## src/rtl/tsi_pkg.sv

```systemverilog
package tsi_pkg;

    // Frame timer states
    typedef enum logic {
        FR_HUNT = 1'b0,
        FR_RUN  = 1'b1
    } frame_state_e;

    // Per-pair flag states
    typedef enum logic [1:0] {
        PR_IDLE = 2'b00,
        PR_STI  = 2'b01,
        PR_BOTH = 2'b11,
        PR_OVF  = 2'b10
    } pair_state_e;

    function automatic pair_state_e pair_pick(input logic keep_sti, input logic keep_ovf);
        pair_state_e s;
        unique case ({keep_ovf, keep_sti})
            2'b00:   s = PR_IDLE;
            2'b01:   s = PR_STI;
            2'b11:   s = PR_BOTH;
            default: s = PR_OVF;
        endcase
        return s;
    endfunction

endpackage

```

## src/rtl/tsi_frame_timer.sv

```systemverilog
module tsi_frame_timer
    import tsi_pkg::*;
#(
    parameter int CNT_W = 9
) (
    input  logic             clk_i,
    input  logic             rst_ni,
    input  logic             fsync_i,
    output logic [CNT_W-1:0] cnt_o,
    output logic             run_o
);

    frame_state_e state_q, state_d;
    logic [CNT_W-1:0] cnt_q;

    // State register
    always_ff @(posedge clk_i or negedge rst_ni) begin
        if (!rst_ni) begin
            state_q <= FR_HUNT;
        end else begin
            state_q <= state_d;
        end
    end

    // Next state
    always_comb begin
        state_d = state_q;
        unique case (state_q)
            FR_HUNT: if (fsync_i) state_d = FR_RUN;
            FR_RUN:  state_d = FR_RUN;
        endcase
    end

    // Frame count
    always_ff @(posedge clk_i or negedge rst_ni) begin
        if (!rst_ni) begin
            cnt_q <= '0;
        end else if (fsync_i) begin
            cnt_q <= '0;
        end else if (state_q == FR_RUN) begin
            cnt_q <= cnt_q + 1'b1;
        end
    end

    // Outputs
    always_comb begin
        cnt_o = cnt_q;
        run_o = (state_q == FR_RUN);
    end

endmodule

```

## src/rtl/tsi_slot_match.sv

```systemverilog
module tsi_slot_match #(
    parameter int NPAIR    = 4,
    parameter int TS_W     = 5,
    parameter int TS_BITS  = 8,
    parameter int BIT_DCL  = 2,
    localparam int SLOT_DCL = TS_BITS * BIT_DCL,
    localparam int SLOT_LSB = $clog2(SLOT_DCL),
    localparam int CNT_W    = TS_W + SLOT_LSB
) (
    input  logic [CNT_W-1:0]      cnt_i,
    input  logic                  run_i,
    input  logic [NPAIR*TS_W-1:0] ts_sel_i,
    input  logic [NPAIR-1:0]      late_sel_i,
    output logic [NPAIR-1:0]      hit_o
);

    // Offsets from slot start: last clock of the slot plus one or two bit clocks
    localparam logic [CNT_W-1:0] OFS_NEAR = CNT_W'(SLOT_DCL - 1 + BIT_DCL);
    localparam logic [CNT_W-1:0] OFS_FAR  = CNT_W'(SLOT_DCL - 1 + 2 * BIT_DCL);

    for (genvar g = 0; g < NPAIR; g++) begin : g_cmp
        logic [TS_W-1:0]  ts;
        logic [CNT_W-1:0] base;
        logic [CNT_W-1:0] tgt;
        always_comb begin
            ts       = ts_sel_i[g*TS_W +: TS_W];
            base     = {ts, {SLOT_LSB{1'b0}}};
            tgt      = base + (late_sel_i[g] ? OFS_NEAR : OFS_FAR);
            hit_o[g] = run_i && (cnt_i == tgt);
        end
    end

endmodule

```

## src/rtl/tsi_pair_fsm.sv

```systemverilog
module tsi_pair_fsm
    import tsi_pkg::*;
(
    input  logic clk_i,
    input  logic rst_ni,
    input  logic sti_evt_i,
    input  logic ovf_evt_i,
    input  logic sti_ack_i,
    input  logic ovf_clr_i,
    output logic sti_o,
    output logic stov_o
);

    pair_state_e state_q, state_d;

    // State register
    always_ff @(posedge clk_i or negedge rst_ni) begin
        if (!rst_ni) begin
            state_q <= PR_IDLE;
        end else begin
            state_q <= state_d;
        end
    end

    // Next state: a new event always beats a clear in the same cycle
    always_comb begin
        state_d = state_q;
        unique case (state_q)
            PR_IDLE: begin
                state_d = pair_pick(sti_evt_i, ovf_evt_i);
            end
            PR_STI: begin
                state_d = pair_pick(sti_evt_i || !sti_ack_i, ovf_evt_i);
            end
            PR_BOTH: begin
                state_d = pair_pick(sti_evt_i || !sti_ack_i, ovf_evt_i || !ovf_clr_i);
            end
            PR_OVF: begin
                state_d = pair_pick(sti_evt_i, ovf_evt_i || !ovf_clr_i);
            end
        endcase
    end

    // Outputs
    always_comb begin
        sti_o  = (state_q == PR_STI) || (state_q == PR_BOTH);
        stov_o = (state_q == PR_OVF) || (state_q == PR_BOTH);
    end

endmodule

```

## src/rtl/tsi_gen.sv

```systemverilog
module tsi_gen #(
    parameter int NPAIR   = 4,
    parameter int TS_W    = 5,
    parameter int TS_BITS = 8,
    parameter int BIT_DCL = 2,
    localparam int CNT_W  = TS_W + $clog2(TS_BITS * BIT_DCL)
) (
    input  logic                  clk_i,
    input  logic                  rst_ni,
    input  logic                  fsync_i,
    input  logic [NPAIR*TS_W-1:0] ts_sel_i,
    input  logic [NPAIR-1:0]      late_sel_i,
    input  logic [NPAIR-1:0]      in_en_i,
    input  logic [NPAIR-1:0]      out_en_i,
    input  logic [NPAIR-1:0]      sti_mask_i,
    input  logic [NPAIR-1:0]      stov_mask_i,
    input  logic [NPAIR-1:0]      sti_ack_i,
    input  logic [NPAIR-1:0]      stov_ack_i,
    input  logic                  stov_rd_i,
    output logic [NPAIR-1:0]      sti_stat_o,
    output logic [NPAIR-1:0]      stov_stat_o,
    output logic                  irq_o
);

    logic [CNT_W-1:0] cnt;
    logic             run;
    logic [NPAIR-1:0] hit;
    logic [NPAIR-1:0] sti_en;
    logic [NPAIR-1:0] stov_en;
    logic [NPAIR-1:0] sti_evt;
    logic [NPAIR-1:0] ovf_evt;
    logic             any_evt;

    tsi_frame_timer #(.CNT_W(CNT_W)) u_timer (
        .clk_i   (clk_i),
        .rst_ni  (rst_ni),
        .fsync_i (fsync_i),
        .cnt_o   (cnt),
        .run_o   (run)
    );

    tsi_slot_match #(
        .NPAIR   (NPAIR),
        .TS_W    (TS_W),
        .TS_BITS (TS_BITS),
        .BIT_DCL (BIT_DCL)
    ) u_match (
        .cnt_i      (cnt),
        .run_i      (run),
        .ts_sel_i   (ts_sel_i),
        .late_sel_i (late_sel_i),
        .hit_o      (hit)
    );

    // Enables: transfer side follows the input direction, overflow side the output
    always_comb begin
        sti_en  = in_en_i & ~sti_mask_i;
        stov_en = out_en_i & ~stov_mask_i;
        sti_evt = hit & sti_en;
        any_evt = |sti_evt;
        ovf_evt = {NPAIR{any_evt}} & stov_en & sti_en & sti_stat_o;
    end

    for (genvar g = 0; g < NPAIR; g++) begin : g_pair
        tsi_pair_fsm u_fsm (
            .clk_i     (clk_i),
            .rst_ni    (rst_ni),
            .sti_evt_i (sti_evt[g]),
            .ovf_evt_i (ovf_evt[g]),
            .sti_ack_i (sti_ack_i[g]),
            .ovf_clr_i (stov_ack_i[g] | stov_rd_i),
            .sti_o     (sti_stat_o[g]),
            .stov_o    (stov_stat_o[g])
        );
    end

    always_comb begin
        irq_o = |(sti_stat_o & ~sti_mask_i) | |(stov_stat_o & ~stov_mask_i);
    end

endmodule

```

## config.mk

```make
export PLATFORM = sky130hd
export DESIGN_NAME = tsi_gen
export DESIGN_NICKNAME = d
export VERILOG_FILES = /design/src/rtl/tsi_pkg.sv /design/src/rtl/tsi_frame_timer.sv /design/src/rtl/tsi_slot_match.sv /design/src/rtl/tsi_pair_fsm.sv /design/src/rtl/tsi_gen.sv
export SDC_FILE = /design/constraint.sdc
export NUM_CORES = 1
export LEC_CHECK = 0
export CAP_MARGIN = 20
export CORE_MARGIN = 2
export CORE_UTILIZATION = 44
export CTS_CLUSTER_SIZE = 24
export DETAILED_ROUTE_END_ITERATION = 8
export GPL_TIMING_DRIVEN = 0
export PLACE_DENSITY = 0.78
export SKIP_CTS_REPAIR_TIMING = 1
export SLEW_MARGIN = 20
export SYNTH_ARGS = -nofsm -noshare
export SYNTH_HDL_FRONTEND = slang
export SYNTH_SLANG_ARGS = --single-unit
```

## constraint.sdc

```tcl
create_clock -name clk_i -period 3.5 [get_ports clk_i]
set_input_delay 0.35 -clock clk_i [delete_from_list [all_inputs] [get_ports clk_i]]
set_output_delay 0.35 -clock clk_i [all_outputs]
set_load 0.01 [all_outputs]
```

==> results of run 1 <==
power groups by stage:
stage / registers (mW) / clock network [mW] / logic (mW)
floorplan: 0.218 / 0 / 0.0527
global placement: 0.218 / 0 / 0.130
detailed placement: 0.218 / 0 / 0.130
CTS: 0.214 / 0.140 / 0.131
global route: 0.215 / 0.151 / 0.143
finish: 0.214 / 0.135 / 0.130
kinds of logic after synthesis:
logic type,synth area share (%)
AO/OA/AOI/OAI,11.4
adder cells (fa/ha/maj),4.15
multiplexers,0.664
XOR/XNOR,20.3
AND/OR/NAND/NOR,21.9
flip-flops,29.9
buffers and inverters,11.6
Yosys cell counts (2+ instances only):
master    instances  area [um^2]
clkbuf_1          9         33.8
buf_2             5         25.0
o21ai_0           4         20.0
xor2_1           20          175
inv_1             9         33.8
nor4_1            3         18.8
nand4b_1          5         43.8
buf_4             9         67.6
nor2_1           10         37.5
nand2_1           6         22.5
or3_1             5         31.3
xnor2_1          15          131
o22ai_1           4         25.0
nand2b_1          3         18.8
nor2b_1           6         37.5
o21ai_1           7         35.0
ha_1              5         62.6
nand3_1           6         30.0
o21bai_1          3         22.5
dfrtp_1          18          450
nor3_1            2         10.0
a32oi_1           2         17.5
nand4_1           8         50.1
registers in the layout, summed over array words and instances, names as in the netlist:
| name | flops |
|---|---|
| u_timer.cnt_o | 9 |
| g_pair.u_fsm.state_q | 8 |
| u_timer.run_o | 1 |
area by class of cell:
| class | instances | area, um^2 |
|---|---|---|
| Sequential cell | 18 | 450 |
| Clock buffer | 4 | 36.3 |
| Timing Repair Buffer | 59 | 591 |
| Buffer | 24 | 138 |
| Fill cell | 295 | 1120 |
| Multi-Input combinational cell | 125 | 881 |
| Inverter | 10 | 37.5 |
| Tap cell | 46 | 57.6 |
final timing paths:
| check | cells past startpoint | end | slack [ps] |
|---|---|---|---|
| max | 4 | irq_o | 1170 |
| min | 2 | u_timer.cnt_o[6] | 440 |
| max reg2reg | 7 | g_pair[2].u_fsm.state_q[1] | 1330 |
| min reg2reg | 2 | g_pair[2].u_fsm.state_q[0] | 580 |
| max in group asynchronous | 1 | u_timer.cnt_o[4] | 2460 |
| min in group asynchronous | 1 | g_pair[0].u_fsm.state_q[1] | 520 |
cell usage in the layout, fill, tap and decap left out, types with 6 or more instances in the layout:
cell | Yosys | routed
xor2_1 | 20 | 20
buf_4 | 9 | 9
dfrtp_1 | 18 | 18
nor2b_1 | 6 | 6
nor2_1 | 10 | 10
clkdlybuf4s50_1 | 0 | 59
nand4_1 | 8 | 8
nand3_1 | 6 | 6
xnor2_1 | 15 | 15
o21ai_1 | 7 | 7
clkbuf_1 | 9 | 9
nand2_1 | 6 | 6
inv_1 | 9 | 9
layer usage:
metal | up-vias | global-route usage [%] | part of all wire, % | wire length [um]
li1 | 725 | - | - | -
met2 | 61 | 35.3 | 47 | 1790
met5 | - | 0 | 0 | 0
met1 | 633 | 24.7 | 43 | 1650
met3 | 9 | 4.50 | 7.4 | 280
met4 | 0 | 6.94 | 1.9 | 74
through the flow:
step	setup WS [ps]	cells	hold slack, ps	util [%]	power, mW
2_1_floorplan	1760	177	54.4	-	0.270
3_3_place_gp	1110	282	567	65.1	0.348
3_5_place_dp	1090	282	576	65.1	0.349
4_1_cts	1180	286	432	66.2	0.485
5_1_grt	1130	286	464	66.2	0.509
6_report	1170	286	436	66.2	0.479
==> summary.txt, run 1 <==
Power and ir drop
  – Reg power frac: 44.7%
  – VDD IR-drop max: 0.172 mV
  – Int Power: 354 uW
  – P per Cell Area: 219 mW/mm^2
  – Combinational fraction of design power: 27.2%
  – Net switching power: 125 uW
  – Clock Power Share: 28.1%
  – LEAKAGE: 0.875 nW
  – Sw Ratio: 26.1%

Setup path
  – Top cell by count, worst path: clkdlybuf4s50_1
  – Critical Path AT: 1980 ps
  – Top delay family on crit path: buffers and inverters
  – CP bufs+invs: 2
  – R2r startpoint: u_timer.run_o
  – Crit-path cells: clkdlybuf4s50_1 -> o22ai_1 -> or4_1 -> clkdlybuf4s50_1
  – Worst Path Required: 3150 ps
  – Critical path class: in -> out
  – CP Capture Type: primary output
  – CP max stage delay: 520 ps
  – CP max-delay cell: or4_1
  – CP Launch Type: primary input
  – Critical path startpoint: stov_mask_i[2]
  – Critical Path Fanout Max: 2

Drt
  – Drt pass-1 iters: 4
  – Initial drt markers: 68
  – Total Wirelength: 3.80 mm
  – Via Count: 1428
  – Routed Antenna Nets: 0
  – Wire per inst: 13.3 um
  – Vias per cell: 4.99
  – DRC viols: 0

STA
  – Setup-failing EPs final: 0
  – Max Clock Skew: 6.29 ps
  – Worst Max-Slew Pin Slew: 844 ps
  – Pins over their slew limit: 0
  – Final hold vios: 0
  – RSZ-0062 raised after global routing: no
  – Fmax: 0.429 GHz
  – Setup TNS: 0 ps
  – Fin crit period: 2330 ps
  – Period utilisation layout: 66.7%
  – Slew margin rel.: 43.5%

Placed design
  – HPWL Detailed: 3.09 mm
  – DP Area: 0.00215 mm^2
  – GP Congestion: 0.799
  – Number of port buffers: 59

Floorplan
  – Die area: 0.00391 mm^2
  – I/O Pins: 61
  – Height of the die: 62.5 um
  – Initial Util: 45.5%
  – Num rows: 21
  – Core ar.: 0.00331 mm^2
  – Die Width: 62.5 um

Global routing
  – GRT Overall Usage: 20.3%
  – Initial antenna violation count: 0
  – Largest net degree at the start of global routing: 19
  – Vias in the first global route: 1403
  – GR Overflow Total: 0
  – First-pass GRT wire length: 6.32 mm

Clocking
  – Skew-Pair Late Insertion Delay: 300 ps
  – Clk pin slew, worst setup/hold paths: 120 ps
  – TritonCTS buffer count: 3
  – Num Clock Sinks: 18
  – CTS H-tree lvls: 1
  – Clock buffer depth: 2
  – Clock root cell: clkbuf_4
  – TritonCTS clock tree: yes

Run status
  – Status: finished clean

Job
  – Max-cap violations: 0

Yosys
  – Sequential element share of the synthesized area: 29.9%
  – Avg Synthesized Cell Area: 8.51 um^2
  – YS warnings: 0
  – Synthesized Nets: 234
  – Post-Syn Area: 0.00151 mm^2
  – Top FF cell, synth: dfrtp_1
  – Syn Inst Count: 177
  – EDFF count, synth: 0
  – Unique cell type count in the Yosys netlist: 36
  – Seq cells post-synth: 18
  – Fraction of registers with async set/reset: 100%

Hold path
  – Hold Path Class: in -> reg
  – Min-delay src: fsync_i

Layout
  – Layout net count: 298
  – Final instance area: 0.00219 mm^2
  – # diodes: 0
  – Layout area overhead: 45.4%
  – Layout cells sized above 1: 9.17%
Note: power is estimated with default switching activity, not from simulation.
==> inputs of run 2 (changes only) <==
CORE_UTILIZATION = 43   (was 44)
PLACE_DENSITY = 0.77   (was 0.78)
clock period = 2.22 ns   (was 3.5 ns; I/O delays follow)
==> summary.txt, run 2 (synthesis gave the netlist of run 1 again) <==
Clocking
  – Num Clock Sinks: 18 (unchanged)
  – TritonCTS buffer count: 3 (unchanged)
  – Clk pin slew, worst setup/hold paths: 110 ps (about the same)
  – CTS H-tree lvls: 1 (unchanged)
  – Clock buffer depth: 2 (unchanged)
  – Skew-Pair Late Insertion Delay: 300 ps (about the same)
  – TritonCTS clock tree: yes
  – Clock root cell: clkbuf_4

Setup path
  – CP max stage delay: 490 ps (-30 ps)
  – Crit-path cells: inv_1 -> o22ai_1 -> or4_1 -> clkdlybuf4s50_1
  – CP Capture Type: primary output
  – Top delay family on crit path: buffers and inverters
  – CP max-delay cell: or4_1
  – CP Launch Type: flop
  – CP bufs+invs: 2 (unchanged)
  – Critical path class: reg -> out
  – Worst Path Required: 2000 ps (-1150 ps)
  – Critical Path Fanout Max: 3 (+1)
  – Critical Path AT: 1860 ps (-120 ps)

Floorplan
  – Die area: 0.00399 mm^2 (+2.2%)
  – Core ar.: 0.00336 mm^2 (+1.6%)
  – Num rows: 21 (unchanged)
  – Height of the die: 63.2 um (+1.1%)
  – Initial Util: 44.8% (-0.71 points)
  – Die Width: 63.2 um (+1.1%)
  – I/O Pins: 61 (unchanged)

Global routing
  – Largest net degree at the start of global routing: 19 (unchanged)
  – Initial antenna violation count: 0 (unchanged)
  – Vias in the first global route: 1363 (-2.9%)
  – GR Overflow Total: 0 (unchanged)
  – First-pass GRT wire length: 6.07 mm (-3.9%)
  – GRT Overall Usage: 18.9% (-1.4 points)

Power and ir drop
  – VDD IR-drop max: 0.250 mV (+46%)
  – P per Cell Area: 343 mW/mm^2 (+57%)
  – LEAKAGE: 0.879 nW (+0.41%)

Layout
  – # diodes: 0 (unchanged)
  – Most frequent cells in the layout: clkdlybuf4s50_1, xor2_1, dfrtp_1, xnor2_1, nor2_1
  – Final instance area: 0.00220 mm^2 (+0.51%)
  – Most common cell after layout, fill and taps aside: clkdlybuf4s50_1
  – Final core utilization: 65.5% (-0.70 points)
  – Layout area overhead: 46.2%
  – Layout net count: 298 (unchanged)
  – Layout Cells excl Fill: 286 (unchanged)
  – Max FFs per register: 9 (unchanged)
  – Layout cells sized above 1: 10.0% (+0.83 points)

Drt
  – Initial drt markers: 48 (-29%)
  – Drt pass-1 iters: 4 (unchanged)
  – Total Wirelength: 3.64 mm (-4.1%)
  – DRC viols: 0 (unchanged)
  – Via Count: 1401 (-1.9%)
  – Wire per inst: 12.7 um (-4.1%)
  – Routed Antenna Nets: 0 (unchanged)
  – Vias per cell: 4.90 (-1.9%)

STA
  – Setup TNS: 0 ps (unchanged)
  – Slew margin rel.: 45.3% (+1.7 points)
  – Period utilisation layout: 93.8%
  – Setup-failing EPs final: 0 (unchanged)
  – Fin crit period: 2080 ps
  – Worst Max-Slew Pin Slew: 818 ps (-25.9 ps)
  – Max Clock Skew: 7.21 ps (+0.919 ps)
  – RSZ-0062 raised after global routing: no
  – Final hold vios: 0 (unchanged)
  – Fmax: 0.480 GHz
  – Pins over their slew limit: 0 (unchanged)

Placed design
  – Dpl cells: 282 (unchanged)
  – DP Area: 0.00215 mm^2 (unchanged)
  – GP Congestion: 0.821 (+2.8%)
  – HPWL Detailed: 3.01 mm (-2.6%)
  – Number of port buffers: 59 (unchanged)

Job
  – Max-cap violations: 0 (unchanged)

Hold path
  – Hold Path Class: in -> reg

Run status
  – Status: finished clean
==> run 2: cell counts in the layout (fill, tap and decap cells not counted) <==
No cell type changed its count.
==> run 2: layout make-up <==
type,instances,area [um^2]
Multi-Input combinational cell,125,892
Clock buffer,4,36.3
Fill cell,314,1160
Inverter,10,37.5
Tap cell,46,57.6
Buffer,24,138
Sequential cell,18,450
Timing Repair Buffer,59,591
==> run 2: metrics by stage <==
stage | power [mW] | setup slack [ps] | hold slack (ps)
floorplan | 0.426 | 480 | -73.6
global placement | 0.548 | -34.4 | 555
detailed placement | 0.551 | -42.1 | 559
CTS | 0.767 | 7.79 | 304
global route | 0.797 | 69.2 | 320
finish | 0.755 | 139 | 310
==> run 2: path summary, 6_finish.rpt <==
path | slack (ps) | to | start | cells past startpoint
worst max-delay path | 140 | irq_o | g_pair[1].u_fsm.state_q[0] | 4
worst min-delay path | 310 | u_timer.cnt_o[7] | fsync_i | 2
worst max register to register | 220 | g_pair[0].u_fsm.state_q[1] | u_timer.cnt_o[8] | 7
worst min register to register | 580 | g_pair[0].u_fsm.state_q[0] | g_pair[0].u_fsm.state_q[0] | 2
max in group asynchronous | 1330 | u_timer.cnt_o[1] | rst_ni | 1
min in group asynchronous | 380 | g_pair[1].u_fsm.state_q[0] | rst_ni | 1
==> run 2: power breakdown <==
part | internal (mW) | switching, mW | total [mW] | leakage, nW
combinational | 0.126 | 0.0807 | 0.207 | 0.614
clock | 0.100 | 0.110 | 0.210 | 0.0210
sequential | 0.333 | 0.00527 | 0.338 | 0.244
total | 0.559 | 0.196 | 0.755 | 0.879
==> run 2: layer usage <==
metal  global-route usage (%)  vias to the layer above  share of wire, %
met5                        0                        -                 0
met4                     2.45                        0              0.27
met3                     4.11                        2               6.1
met2                     33.1                       46                47
met1                     24.7                      630                46
li1                         -                      723                 -
==> inputs of run 3 (changes only) <==
clock period = 2.1 ns   (was 2.22 ns; I/O delays follow)
==> summary.txt, run 3 (synthesis gave the netlist of run 1 again) <==
Run status
  – Status: finished clean

Drt
  – Vias per cell: 4.88 (-0.36%)
  – Via Count: 1396 (-0.36%)
  – Wire per inst: 12.8 um (+0.27%)
  – Initial drt markers: 46 (-4.2%)
  – DRC viols: 0 (unchanged)
  – Total Wirelength: 3.65 mm (+0.27%)
  – Drt pass-1 iters: 4 (unchanged)
  – Routed Antenna Nets: 0 (unchanged)

Layout
  – Register Area: 450 um^2 (unchanged)
  – Area of the multi-input gates: 917 um^2 (+2.8%)
  – Layout Cells excl Fill: 286 (unchanged)
  – Max FFs per register: 9 (unchanged)
  – Layout area overhead: 48.0%
  – # diodes: 0 (unchanged)
  – Layout cells sized above 1: 10.8% (+0.83 points)
  – Final core utilization: 66.3% (+0.82 points)
  – Layout net count: 298 (unchanged)
  – Fillers: 308 (-1.9%)
  – Most frequent cells in the layout: clkdlybuf4s50_1, xor2_1, dfrtp_1, xnor2_1, nor2_1
  – Most common cell after layout, fill and taps aside: clkdlybuf4s50_1

Floorplan
  – Num rows: 21 (unchanged)
  – Initial Util: 44.8% (unchanged)
  – I/O Pins: 61 (unchanged)
  – Die area: 0.00399 mm^2 (unchanged)
  – Core ar.: 0.00336 mm^2 (unchanged)
  – Die Width: 63.2 um (unchanged)
  – Height of the die: 63.2 um (unchanged)

STA
  – Max Clock Skew: 8.11 ps (+0.899 ps)
  – Worst setup margin: 233 ps (+93.9 ps)
  – Slew margin rel.: 45.7% (+0.45 points)
  – Fmax: 0.535 GHz
  – Pins over their slew limit: 0 (unchanged)
  – Final hold vios: 0 (unchanged)
  – Worst Max-Slew Pin Slew: 812 ps (-6.76 ps)
  – WHS: 299 ps (-10.5 ps)
  – Period utilisation layout: 88.9%
  – RSZ-0062 raised after global routing: no
  – Fin crit period: 1870 ps
  – Setup-failing EPs final: 0 (unchanged)

Power and ir drop
  – Int Power: 591 uW (+5.8%)
  – Combinational fraction of design power: 27.6% (+0.2 points)
  – VDD IR-drop max: 0.264 mV (+5.6%)
  – Net switching power: 211 uW (+7.3%)
  – Sw Ratio: 26.3% (+0.27 points)
  – Reg power frac: 44.5% (-0.2 points)
  – P per Cell Area: 360 mW/mm^2 (+4.9%)
  – Total power: 802 uW (+6.2%)
  – LEAKAGE: 0.901 nW (+2.5%)
  – Clock Power Share: 27.9% (about the same)

Hold path
  – Min-delay src: fsync_i
  – Hold Path End: u_timer.cnt_o[7]
  – Hold Path Class: in -> reg
  – Min-Delay Path Depth: 2 (unchanged)

Clocking
  – CTS H-tree lvls: 1 (unchanged)
  – Num Clock Sinks: 18 (unchanged)
  – Clock buffer depth: 2 (unchanged)
  – Clock root cell: clkbuf_4
  – Skew-Pair Late Insertion Delay: 300 ps (about the same)
  – Clk pin slew, worst setup/hold paths: 110 ps (about the same)
  – TritonCTS buffer count: 3 (unchanged)
  – TritonCTS clock tree: yes

Global routing
  – Vias in the first global route: 1363 (unchanged)
  – Largest net degree at the start of global routing: 19 (unchanged)
  – GR Overflow Total: 0 (unchanged)
  – Initial antenna violation count: 0 (unchanged)
  – First-pass GRT wire length: 6.07 mm (unchanged)
  – GRT Overall Usage: 18.9% (unchanged)

Setup path
  – R2R cell count: 7 (unchanged)
  – Reg2Reg Setup Slack: 230 ps (about the same)
  – Critical path startpoint: u_timer.cnt_o[8]
  – R2r startpoint: u_timer.cnt_o[8]
  – CP Capture Type: flop
  – CP max stage delay: 480 ps (about the same)
  – Crit-path cells: buf_6 -> xnor2_1 -> xor2_1 -> a32oi_1 -> nor4_2 -> a2111oi_4 -> o21ai_1
  – Critical Path Fanout Max: 5 (+2)
  – Top delay family on crit path: simple AND/OR/NAND/NOR gates
  – CP max-delay cell: nor4_2
  – CP Launch Type: flop
  – Critical path class: reg -> reg
  – CP bufs+invs: 1 (-1)
  – Critical Path AT: 2110 ps (+250 ps)
  – Worst Path Required: 2340 ps (+340 ps)
  – Worst r2r dst: g_pair[0].u_fsm.state_q[1]

Placed design
  – Number of port buffers: 59 (unchanged)
  – HPWL Detailed: 3.01 mm (unchanged)
  – Post-Place Setup Slack: -150 ps (-108 ps)
  – GP Congestion: 0.821 (unchanged)
  – Dpl cells: 282 (unchanged)

Job
  – Max-cap violations: 0 (unchanged)
run 3: cell count changes in the layout (fill, tap and decap cells not counted), sizes merged:
| cell | delta |
|---|---|
| clkdlybuf4s50 | -1 |
| dlymetal6s2s | +1 |
run 3: cell type report:
cell class,instances,area share (%)
Tap cell,46,2.58
Multi-Input combinational cell,125,41.1
Clock buffer,4,1.63
Sequential cell,18,20.2
Inverter,10,1.68
Timing Repair Buffer,59,26.6
Buffer,24,6.17
run 3: worst reg2reg max path, stage by stage (launching register included):
cell and delay [ps]:
dfrtp_1 390, buf_6 140, xnor2_1 220, xor2_1 170, a32oi_1 120, nor4_2 480
a2111oi_4 110, o21ai_1 170
run 3: how the worst max path moves through the flow:
| stage | to | cells after the start | slack [ps] |
|---|---|---|---|
| finish | g_pair[0].u_fsm.state_q[1] | 7 | 230 |
| global route | g_pair[0].u_fsm.state_q[1] | 7 | 90 |
| CTS | g_pair[0].u_fsm.state_q[1] | 7 | -110 |
| detailed placement | g_pair[0].u_fsm.state_q[1] | 7 | -150 |
| global placement | g_pair[0].u_fsm.state_q[1] | 7 | -140 |
| floorplan | g_pair[0].u_fsm.state_q[1] | 7 | 360 |
run 3: routing by layer:
metal / wire [um] / vias up / global-route usage (%)
met5: 0 / - / 0
met4: 10 / 0 / 2.45
met3: 228 / 2 / 4.11
met2: 1750 / 44 / 33.1
met1: 1660 / 628 / 24.7
li1: - / 722 / -
run 3: per-stage QoR:
step                instance area, um^2  setup TNS [ps]
global placement                   2150            -512
CTS                                2190            -413
detailed placement                 2150            -585
global route                       2230               0
finish                             2230               0
floorplan                          1510               0
run 3: power by group through the flow:
stage / combinational, mW / clock (mW) / sequential (mW)
after floorplan: 0.0878 / 0 / 0.363
after global routing: 0.243 / 0.245 / 0.358
after detailed placement: 0.219 / 0 / 0.364
after CTS: 0.220 / 0.234 / 0.357
final: 0.221 / 0.224 / 0.357
after global placement: 0.215 / 0 / 0.363
